===== config.mk =====
export PLATFORM = sky130hd
export DESIGN_NAME = line_split_top
export DESIGN_NICKNAME = d
export VERILOG_FILES = /design/src/rtl/splitter_pkg.sv /design/src/rtl/splitter_span.sv /design/src/rtl/splitter_merge.sv /design/src/rtl/splitter_seq.sv /design/src/rtl/line_split_top.sv
export SDC_FILE = /design/constraint.sdc
export NUM_CORES = 1
export LEC_CHECK = 0
export BUFFER_PORTS_ARGS = -buffer_cell sky130_fd_sc_hd__buf_2
export CORE_ASPECT_RATIO = 0.7
export CORE_MARGIN = 2
export CORE_UTILIZATION = 50
export DETAILED_ROUTE_END_ITERATION = 10
export PLACE_DENSITY_LB_ADDON = 0.3
export SLEW_MARGIN = 20
export SYNTH_ARGS = -nofsm -noshare
export SYNTH_HDL_FRONTEND = slang
export SYNTH_SLANG_ARGS = --single-unit

===== constraint.sdc =====
create_clock -name clk -period 4.2 [get_ports clk]
set_input_delay 0.63 -clock clk [delete_from_list [all_inputs] [get_ports clk]]
set_output_delay 0.63 -clock clk [all_outputs]
set_load 0.005 [all_outputs]

===== src/rtl/splitter_pkg.sv =====
package splitter_pkg;

    typedef enum logic [1:0] {
        SPAN_ONE = 2'd0,
        SPAN_TWO = 2'd1,
        SPAN_BAD = 2'd2
    } span_e;

    typedef enum logic [2:0] {
        ST_IDLE  = 3'd0,
        ST_REQ1  = 3'd1,
        ST_WAIT1 = 3'd2,
        ST_REQ2  = 3'd3,
        ST_WAIT2 = 3'd4,
        ST_DONE  = 3'd5
    } seq_state_e;

endpackage


===== src/rtl/splitter_span.sv =====
module splitter_span
    import splitter_pkg::*;
#(
    parameter int ADDR_W    = 32,
    parameter int SIZE_W    = 6,
    parameter int LINE_BITS = 4,
    localparam int BLK_W    = ADDR_W - LINE_BITS
) (
    input  logic [ADDR_W-1:0] addr,
    input  logic [SIZE_W-1:0] size,
    output logic [BLK_W-1:0]  first_blk,
    output logic [BLK_W-1:0]  second_blk,
    output span_e             kind
);

    localparam logic [BLK_W:0]  ONE_BLK  = 1;
    localparam logic [ADDR_W:0] ONE_BYTE = 1;

    logic [ADDR_W:0] last_byte;
    logic [BLK_W:0]  first_w;
    logic [BLK_W:0]  last_w;
    logic [BLK_W:0]  next_w;

    always_comb begin
        last_byte = {1'b0, addr} + {{(ADDR_W+1-SIZE_W){1'b0}}, size} - ONE_BYTE;
        first_w   = {1'b0, addr[ADDR_W-1:LINE_BITS]};
        last_w    = last_byte[ADDR_W:LINE_BITS];
        next_w    = first_w + ONE_BLK;
        first_blk  = first_w[BLK_W-1:0];
        second_blk = next_w[BLK_W-1:0];
        if (size == '0 || last_byte[ADDR_W]) begin
            kind = SPAN_BAD;
        end else if (last_w == first_w) begin
            kind = SPAN_ONE;
        end else if (last_w == next_w) begin
            kind = SPAN_TWO;
        end else begin
            kind = SPAN_BAD;
        end
    end

endmodule


===== src/rtl/splitter_merge.sv =====
module splitter_merge (
    input  logic clk,
    input  logic rst,
    input  logic clr,
    input  logic upd,
    input  logic hit,
    output logic miss_acc
);

    always_ff @(posedge clk) begin
        if (rst || clr) begin
            miss_acc <= 1'b0;
        end else if (upd && !hit) begin
            miss_acc <= 1'b1;
        end
    end

    // a missing probe leaves the accumulated miss set
    a_r6_miss_sticks: assert property (@(posedge clk) disable iff (rst)
        (upd && !hit && !clr) |=> miss_acc);

    // hits never raise the flag on their own
    a_r6_hit_no_raise: assert property (@(posedge clk) disable iff (rst)
        (!miss_acc && !(upd && !hit)) |=> !miss_acc);

endmodule


===== src/rtl/splitter_seq.sv =====
module splitter_seq
    import splitter_pkg::*;
#(
    parameter int BLK_W    = 28,
    parameter int SET_BITS = 6
) (
    input  logic                clk,
    input  logic                rst,
    input  logic                req_valid,
    output logic                req_ready,
    input  span_e               kind_in,
    input  logic [BLK_W-1:0]    first_in,
    input  logic [BLK_W-1:0]    second_in,
    output logic                lk_req,
    output logic [BLK_W-1:0]    lk_block,
    output logic [SET_BITS-1:0] lk_set,
    input  logic                lk_rsp_valid,
    output logic                acc_clr,
    output logic                acc_upd,
    output logic                res_valid,
    output logic                res_err
);

    seq_state_e       state_q, state_d;
    logic [BLK_W-1:0] first_q, second_q;
    logic             two_q, err_q;
    logic             accept;

    assign req_ready = (state_q == ST_IDLE);
    assign accept    = req_valid && req_ready;
    assign lk_req    = (state_q == ST_REQ1) || (state_q == ST_REQ2);
    assign lk_block  = (state_q == ST_REQ2) ? second_q : first_q;
    assign lk_set    = lk_block[SET_BITS-1:0];
    assign acc_clr   = accept;
    assign acc_upd   = lk_rsp_valid && ((state_q == ST_WAIT1) || (state_q == ST_WAIT2));
    assign res_valid = (state_q == ST_DONE);
    assign res_err   = res_valid && err_q;

    always_comb begin
        state_d = state_q;
        unique case (state_q)
            ST_IDLE:  if (accept) state_d = (kind_in == SPAN_BAD) ? ST_DONE : ST_REQ1;
            ST_REQ1:  state_d = ST_WAIT1;
            ST_WAIT1: if (lk_rsp_valid) state_d = two_q ? ST_REQ2 : ST_DONE;
            ST_REQ2:  state_d = ST_WAIT2;
            ST_WAIT2: if (lk_rsp_valid) state_d = ST_DONE;
            ST_DONE:  state_d = ST_IDLE;
            default:  state_d = ST_IDLE;
        endcase
    end

    always_ff @(posedge clk) begin
        if (rst) begin
            state_q  <= ST_IDLE;
            first_q  <= '0;
            second_q <= '0;
            two_q    <= 1'b0;
            err_q    <= 1'b0;
        end else begin
            state_q <= state_d;
            if (accept) begin
                first_q  <= first_in;
                second_q <= second_in;
                two_q    <= (kind_in == SPAN_TWO);
                err_q    <= (kind_in == SPAN_BAD);
            end
        end
    end

    // result strobe lasts one cycle
    a_r8_one_cycle: assert property (@(posedge clk) disable iff (rst)
        res_valid |=> !res_valid);

    // final response is followed by the result in the next cycle
    a_r8_after_rsp: assert property (@(posedge clk) disable iff (rst)
        (lk_rsp_valid && state_q == ST_WAIT2) |=> res_valid);

    // busy right after acceptance
    a_r9_busy: assert property (@(posedge clk) disable iff (rst)
        accept |=> !req_ready);

    // second probe is the block after the first
    a_r4_order: assert property (@(posedge clk) disable iff (rst)
        (lk_req && state_q == ST_REQ2) |-> (lk_block == first_q + 1'b1));

    // first response of a split always leads to a second probe
    a_r5_second: assert property (@(posedge clk) disable iff (rst)
        (lk_rsp_valid && state_q == ST_WAIT1 && two_q) |=> (lk_req && !res_valid));

    // single-line reference finishes after its only response
    a_r3_single: assert property (@(posedge clk) disable iff (rst)
        (lk_rsp_valid && state_q == ST_WAIT1 && !two_q) |=> (res_valid && !lk_req));

    // illegal reference skips the directory
    a_r7_no_probe: assert property (@(posedge clk) disable iff (rst)
        (accept && kind_in == SPAN_BAD) |=> (!lk_req && res_valid && res_err));

endmodule


===== src/rtl/line_split_top.sv =====
module line_split_top
    import splitter_pkg::*;
#(
    parameter int ADDR_W     = 32,
    parameter int SIZE_W     = 6,
    parameter int LINE_BYTES = 16,
    parameter int NUM_SETS   = 64,
    localparam int LINE_BITS = $clog2(LINE_BYTES),
    localparam int SET_BITS  = $clog2(NUM_SETS),
    localparam int BLK_W     = ADDR_W - LINE_BITS
) (
    input  logic                clk,
    input  logic                rst,
    input  logic                req_valid,
    output logic                req_ready,
    input  logic [ADDR_W-1:0]   req_addr,
    input  logic [SIZE_W-1:0]   req_size,
    output logic                lk_req,
    output logic [BLK_W-1:0]    lk_block,
    output logic [SET_BITS-1:0] lk_set,
    input  logic                lk_rsp_valid,
    input  logic                lk_rsp_hit,
    output logic                res_valid,
    output logic                res_miss,
    output logic                res_err
);

    span_e            kind;
    logic [BLK_W-1:0] first_blk, second_blk;
    logic             acc_clr, acc_upd, miss_acc;

    splitter_span #(
        .ADDR_W    (ADDR_W),
        .SIZE_W    (SIZE_W),
        .LINE_BITS (LINE_BITS)
    ) span_i (
        .addr       (req_addr),
        .size       (req_size),
        .first_blk  (first_blk),
        .second_blk (second_blk),
        .kind       (kind)
    );

    splitter_seq #(
        .BLK_W    (BLK_W),
        .SET_BITS (SET_BITS)
    ) seq_i (
        .clk          (clk),
        .rst          (rst),
        .req_valid    (req_valid),
        .req_ready    (req_ready),
        .kind_in      (kind),
        .first_in     (first_blk),
        .second_in    (second_blk),
        .lk_req       (lk_req),
        .lk_block     (lk_block),
        .lk_set       (lk_set),
        .lk_rsp_valid (lk_rsp_valid),
        .acc_clr      (acc_clr),
        .acc_upd      (acc_upd),
        .res_valid    (res_valid),
        .res_err      (res_err)
    );

    splitter_merge merge_i (
        .clk      (clk),
        .rst      (rst),
        .clr      (acc_clr),
        .upd      (acc_upd),
        .hit      (lk_rsp_hit),
        .miss_acc (miss_acc)
    );

    assign res_miss = res_valid && !res_err && miss_acc;

    // an error result never reports a miss
    a_r7_err_no_miss: assert property (@(posedge clk) disable iff (rst)
        res_err |-> (res_valid && !res_miss));

    // no probe while the block is idle
    a_r9_idle_quiet: assert property (@(posedge clk) disable iff (rst)
        req_ready |-> !lk_req);

endmodule


# --- Word level (Yosys, flattened, before mapping) ---
# Index checks and enable logic that the tools add are counted.
word_totals:
  reg_bits: 62
  output_inout_bits: 39
  word_cells: 46
classes:
  n_addsub: 3
  n_eq_ne: 12
  mux: 10
  reduce_logical: 15
op_table:
  columns: ["operator", "n"]
  rows:
  - ["$add A32 B6 Y33", 1]
  - ["$sub A33 B1 Y33 const B", 1]
  - ["$add A28 B1 Y29 const B", 1]
  - ["$eq A29 B28 Y1", 1]
  - ["$eq A29 B29 Y1", 1]
  - ["$mux W28", 1]
  - ["$mux W3", 5]
  - ["$pmux W3 S5", 1]
  - ["$eq A3 B2 Y1 const B", 2]
  - ["$eq A3 B3 Y1 const B", 2]
  - ["$logic_and A1 B1 Y1", 6]
  - ["$logic_not A6 Y1", 1]
  - ["$mux W2", 3]
  - ["$logic_or A1 B1 Y1", 4]
  - ["$ne A2 B2 Y1 const B", 2]
  - ["$eq A3 B1 Y1 const B", 1]
  - ["$logic_not A3 Y1", 1]
  - ["$reduce_and A3 Y1", 1]
  - ["$eq A2 B1 Y1 const B", 1]
  - ["$eq A2 B2 Y1 const B", 1]
  - ["$logic_not A1 Y1", 2]
  - ["$ne A2 B1 Y1 const B", 1]

# --- Logic depth before layout (Yosys ltp) ---
logic_depth:
  depth_word: 10
  ltp_mapped: 16
  depth_no_buf: 15

# --- By module ---
# A second synthesis with hierarchy kept.
unflattened:
  cells_unflattened: 889
  hier_area_um2: 6693.9
by_module_without_submodules:
  columns: ["module", "instances", "cells_per_inst", "area_each_um2", "seq_area_each_um2"]
  rows:
  - ["splitter_span", 1, 562, 4002.6, 0.0]
  - ["splitter_seq", 1, 322, 2637.5, 1221.2]
  - ["splitter_merge", 1, 4, 45.0, 20.0]
  - ["line_split_top", 1, 1, 8.8, 0.0]

# --- Worst setup path before layout ---
# OpenSTA, ideal clock, no wires.
synth_path:
  path_type: "input -> register"
  from: "in req_addr[2]"
  to: "reg seq_i.two_q"
  t_arrival_ns: 3.537
  required_time_ns: 4.138
  path_slack_ns: 0.602
  path_stages: 15
  path_buffers: 0
  path_cell_list: "inv_1 ha_1 inv_1 ha_1 nand2b_2 o21a_2 o211a_4 o21ai_2 nand2_4 xnor3_1 or3_1 a2111oi_2 nand4_1 mux2_4 nor2_2"
synth_via:
  elab_chain_len: 7
synth_lines:
  columns: ["item", "line", "text"]
  rows:
  - ["start: declaration", "line_split_top.sv:16", "input logic [ADDR_W-1:0] req_addr,"]
  - ["$add A32 B6 Y33 (*)", "splitter_span.sv:25", "last_byte = {1'b0, addr} + {{(ADDR_W+1-SIZE_W){1'b0}}, size} - ONE_BYTE;"]
  - ["$sub A33 B1 Y33 (*)", "splitter_span.sv:25", null]
  - ["$eq A29 B29 Y1", "splitter_span.sv:35", "end else if (last_w == next_w) begin"]
  - ["$mux W2", "splitter_span.sv:35", null]
  - ["$mux W2", "splitter_span.sv:33", "end else if (last_w == first_w) begin"]
  - ["$mux W2 (*)", "splitter_span.sv:31", "if (size == '0 || last_byte[ADDR_W]) begin"]
  - ["$eq A2 B1 Y1 (*)", "splitter_seq.sv:64", "two_q <= (kind_in == SPAN_TWO);"]
  - ["end signal: assignment", "splitter_seq.sv:64", null]
  - ["end: declaration", "splitter_seq.sv:26", "logic two_q, err_q;"]
# Mark *: on every way between the ends. The rest lies on a longest branch, timed or not.
# A chain may end at the register's enable or synchronous reset.

# --- Worst setup path after layout ---
layout_path:
  from: "in req_addr[5]"
  to: "reg seq_i.two_q"
layout_via:
  elab_chain_len: 7
layout_lines:
  columns: ["item", "line"]
  rows:
  - ["$add A32 B6 Y33", "splitter_span.sv:25"]
  - ["$sub A33 B1 Y33", "splitter_span.sv:25"]
  - ["$eq A29 B29 Y1", "splitter_span.sv:35"]
  - ["$mux W2", "splitter_span.sv:35"]
  - ["$mux W2", "splitter_span.sv:33"]
  - ["$mux W2 (*)", "splitter_span.sv:31"]
  - ["$eq A2 B1 Y1 (*)", "splitter_seq.sv:64"]
# Marks and branches as above.

==> out/qor.csv <==
stage;metric;value;unit
final_layout;# diodes;0;
power_and_ir_drop;Leak;3.202;nW
cts;Sink Count;62;
power_and_ir_drop;VDD IR-drop max;0.1934;mV
logic_synthesis;Mapped Area;0.006739;mm2
timing;Tcrit/Tclk final;88.68;%
cts;TritonCTS buffer count;9;
die;Die Wd;142.8;um
timing;Max Clk Rate;268.5;MHz
grt;GRT Overall Usage;28.06;%
timing;RSZ-0062 raised after global routing;no;
timing;Final Slew Violations;0;
final_layout;Register Area;0.001241;mm2
final_layout;nets@finish;1056;
grt;largest net degree at the start of global routing;63;
grt;initial antenna violation count;0;
flow_run;Max Cap Viol;0;
cts;H-tree Lvls;3;
logic_synthesis;Avg Inst Size Synth;7.589;um2
cts;Max Buffers Root-to-Sink;2;
logic_synthesis;register area share after synthesis;18.42;%
run_status;status;complete, no violations;
cts;Skew-Pair Late Insertion Delay;0.32;ns
setup_path;CP required;4.46;ns
cts;Root Driver;clkbuf_16;
die;Top Ports;82;
cts;CTS Hold Bufs;0;
logic_synthesis;synthesized net count;992;
cts;Reg clk slew, reported paths;0.05;ns
setup_path;CP startpoint;req_addr[5];
timing;minimum clock period;3.725;ns
logic_synthesis;Warnings, synthesis;0;
timing;Post-Route Setup TNS;0;ns
place;dpl hpwl;16480;um
timing;final number of setup-violating endpoints;0;
setup_path;worst stage delay on the critical path;0.52;ns
timing;Hold Fails Final Rpt;0;
logic_synthesis;post-synth top area share;18.42;%
place;Final Wtd Congestion;1.024;
timing;Setup Skew;0.003413;ns
logic_synthesis;ys async rst share;0;%
logic_synthesis;Synth area leaders;dfxtp_1 18%, ha_1 11%, xnor2_1 9.9%, nand2_1 7.1%, a21oi_1 5.7%;
final_layout;Layout fillers;1236;
routing;ANT nets after route;0;
routing;drt drc;0;
logic_synthesis;Synth Instances;888;
min_path;min-delay worst type;register to register;
logic_synthesis;Synth Register Bits;62;
die;Initial Util;51.12;%
grt;GRT overflow;0;
timing;Slew @ Worst Pin;0.7429;ns
place;worst slack, placed;0.1852;ns
die;Vert. Die Dim;101.1;um
setup_path;critical path class;input pin to register;
setup_path;worst-path cell chain;buf_2 > inv_1 > ha_1 > inv_1 > ha_1 > a21oi_1 > o21ai_1 > o21ai_2 > a2111o_1 > a2111oi_0 > nor2_1 > xnor2_1 > o31ai_1 > nand4_1 > mux2_4 > nor2_2;
power_and_ir_drop;power per standard cell area;328.7;mW/mm2
setup_path;crit path capture type;register;
final_layout;area grow syn2layout;11.85;%
cts;# Post-CTS Setup Buffers;0;
routing;WL final;20290;um
logic_synthesis;Unique masters post-synth;88;
timing;Slew HR;49.95;%
setup_path;reg-to-reg critical path startpoint;seq_i.state_q[2];
place;Port Buffers;81;
final_layout;share of cells above drive strength 1;19.98;%
grt;first-pass GRT wire length;31440;um
cts;TritonCTS clock tree;yes;
setup_path;Worst Path Max Fanout;9;
logic_synthesis;number of synthesized flops with an enable pin;0;
logic_synthesis;Post-synth top flop;dfxtp_1;
cts;post-cts sizing count;0;
setup_path;Startpoint Class;input pin;
die;core area;0.01318;mm2
place;dpl cells;1126;
routing;DR vias;6596;
setup_path;Arrival @ worst endpoint;3.99;ns
routing;1st-pass router iterations;6;
min_path;Hold Crit Start;seq_i.first_q[24];
die;row count;35;
logic_synthesis;biggest area consumer among synthesized cells;dfxtp_1;
setup_path;CP max-delay cell;a2111oi_0;
final_layout;area of the multi-input gates;0.004954;mm2
timing;min setup slack post-route;0.4753;ns
final_layout;post-route non-filler standard cell count;1141;
routing;initial DRC count;593;
routing;Vias/cell;5.781;
die;total die area;0.01444;mm2
routing;wire per inst;17.78;um
grt;number of global-route vias before repair;5711;
report_power, final:
part | switching (mW) | internal [mW]
Sequential | 0.0417 | 0.660
Combinational | 0.650 | 0.412
Clock | 0.245 | 0.469
Total | 0.936 | 1.54
routing by layer:
| layer | vias to the layer above | GRT usage, % | wire [um] |
|---|---|---|---|
| met1 | 3025 | 45.46 | 10270 |
| met3 | 19 | 6.241 | 2223 |
| met5 | - | 0 | 0 |
| li1 | 3241 | - | - |
| met2 | 311 | 37.46 | 7629 |
| met4 | 0 | 4.417 | 161 |
cell usage in the layout (no fill, tap or decap), types with 5 or more instances in the layout:
cell	synthesis	layout
nand2_1	127	126
buf_2	14	80
a21oi_1	77	77
xnor2_1	76	76
nor2_1	67	67
dfxtp_1	62	62
ha_1	61	61
inv_1	60	60
mux2_2	29	29
a211oi_1	26	26
buf_4	6	26
nand3_1	24	24
xor2_1	24	24
nand4_1	23	23
o21ai_0	21	21
nor3_1	13	13
o21ai_1	11	11
a31oi_1	9	9
clkbuf_16	0	9
and3_1	6	6
nor4_1	6	6
a21oi_2	6	6
o211ai_1	5	5
cells in the mapped netlist (3+ instances only):
library cell	count
buf_4	6
buf_2	14
ha_1	61
a21oi_2	6
mux2i_1	4
dfxtp_1	62
a211oi_1	26
nand3_1	24
a21boi_0	3
o21ai_2	3
o21bai_1	4
and2_1	3
xnor2_1	76
inv_1	60
mux2_2	29
nand4_1	23
o21ai_1	11
a2111oi_0	3
nor2_1	67
a31oi_1	9
nor3_1	13
and3_1	6
a21o_1	4
nand2_1	127
clkbuf_8	3
a21oi_1	77
xor2_1	24
o21ai_0	21
nor4_1	6
o31ai_1	4
o21a_1	4
or3_1	3
clkbuf_1	23
nor3_2	4
buf_6	7
nor2b_1	3
o211ai_1	5
logic make-up after synthesis:
kind of cell / count (synthesis) / synth area share [%]
flip-flops: 62 / 18.42
buffers and inverters: 113 / 8.114
XOR/XNOR: 101 / 13.33
adder cells (fa/ha/maj): 61 / 11.33
AO/OA/AOI/OAI: 214 / 21.39
multiplexers: 34 / 5.663
AND/OR/NAND/NOR: 303 / 21.76
flip-flops by register name, summed over array words and instances, names as in the netlist:
signal and cells:
merge_i.miss_acc 1, seq_i.err_q 1, seq_i.first_q 28, seq_i.second_q 28, seq_i.state_q 3, seq_i.two_q 1
worst paths after layout:
path                              to  slack, ns  depth (start not counted)
setup reg to reg  seq_i.second_q[24]       2.03                          5
setup / recovery         seq_i.two_q       0.48                         16
hold / removal     seq_i.first_q[24]       0.45                          2
hold reg to reg    seq_i.first_q[24]       0.45                          2
cell type report:
| class | count | area share (%) |
|---|---|---|
| Timing Repair Buffer | 106 | 7.902 |
| Sequential cell | 62 | 16.47 |
| Inverter | 60 | 2.988 |
| Clock inverter | 4 | 0.6308 |
| Multi-Input combinational cell | 713 | 65.72 |
| Clock buffer | 11 | 3.220 |
| Tap cell | 185 | 3.071 |
per-stage QoR:
stage	power, mW	hold WS (ns)	util (%)	cell area (um2)
final	2.478	0.4479	57.18	7537
after global routing	2.614	0.4693	57.18	7537
after CTS	2.463	0.4499	57.14	7532
after detailed placement	1.744	0.4428	54.94	7242
after global placement	1.745	0.4399	54.94	7242
after floorplan	1.469	0.4305	-	6739
critical path, delay by kind of cell:
family / cells / cell delay [ns]
mux: 1 / 0.28
xor+xnor: 1 / 0.16
compound gates: 6 / 1.65
buf+inv: 3 / 0.26
simple gates: 3 / 0.40
fa+ha+maj: 2 / 0.60
Note: power is estimated with default switching activity, not from simulation.
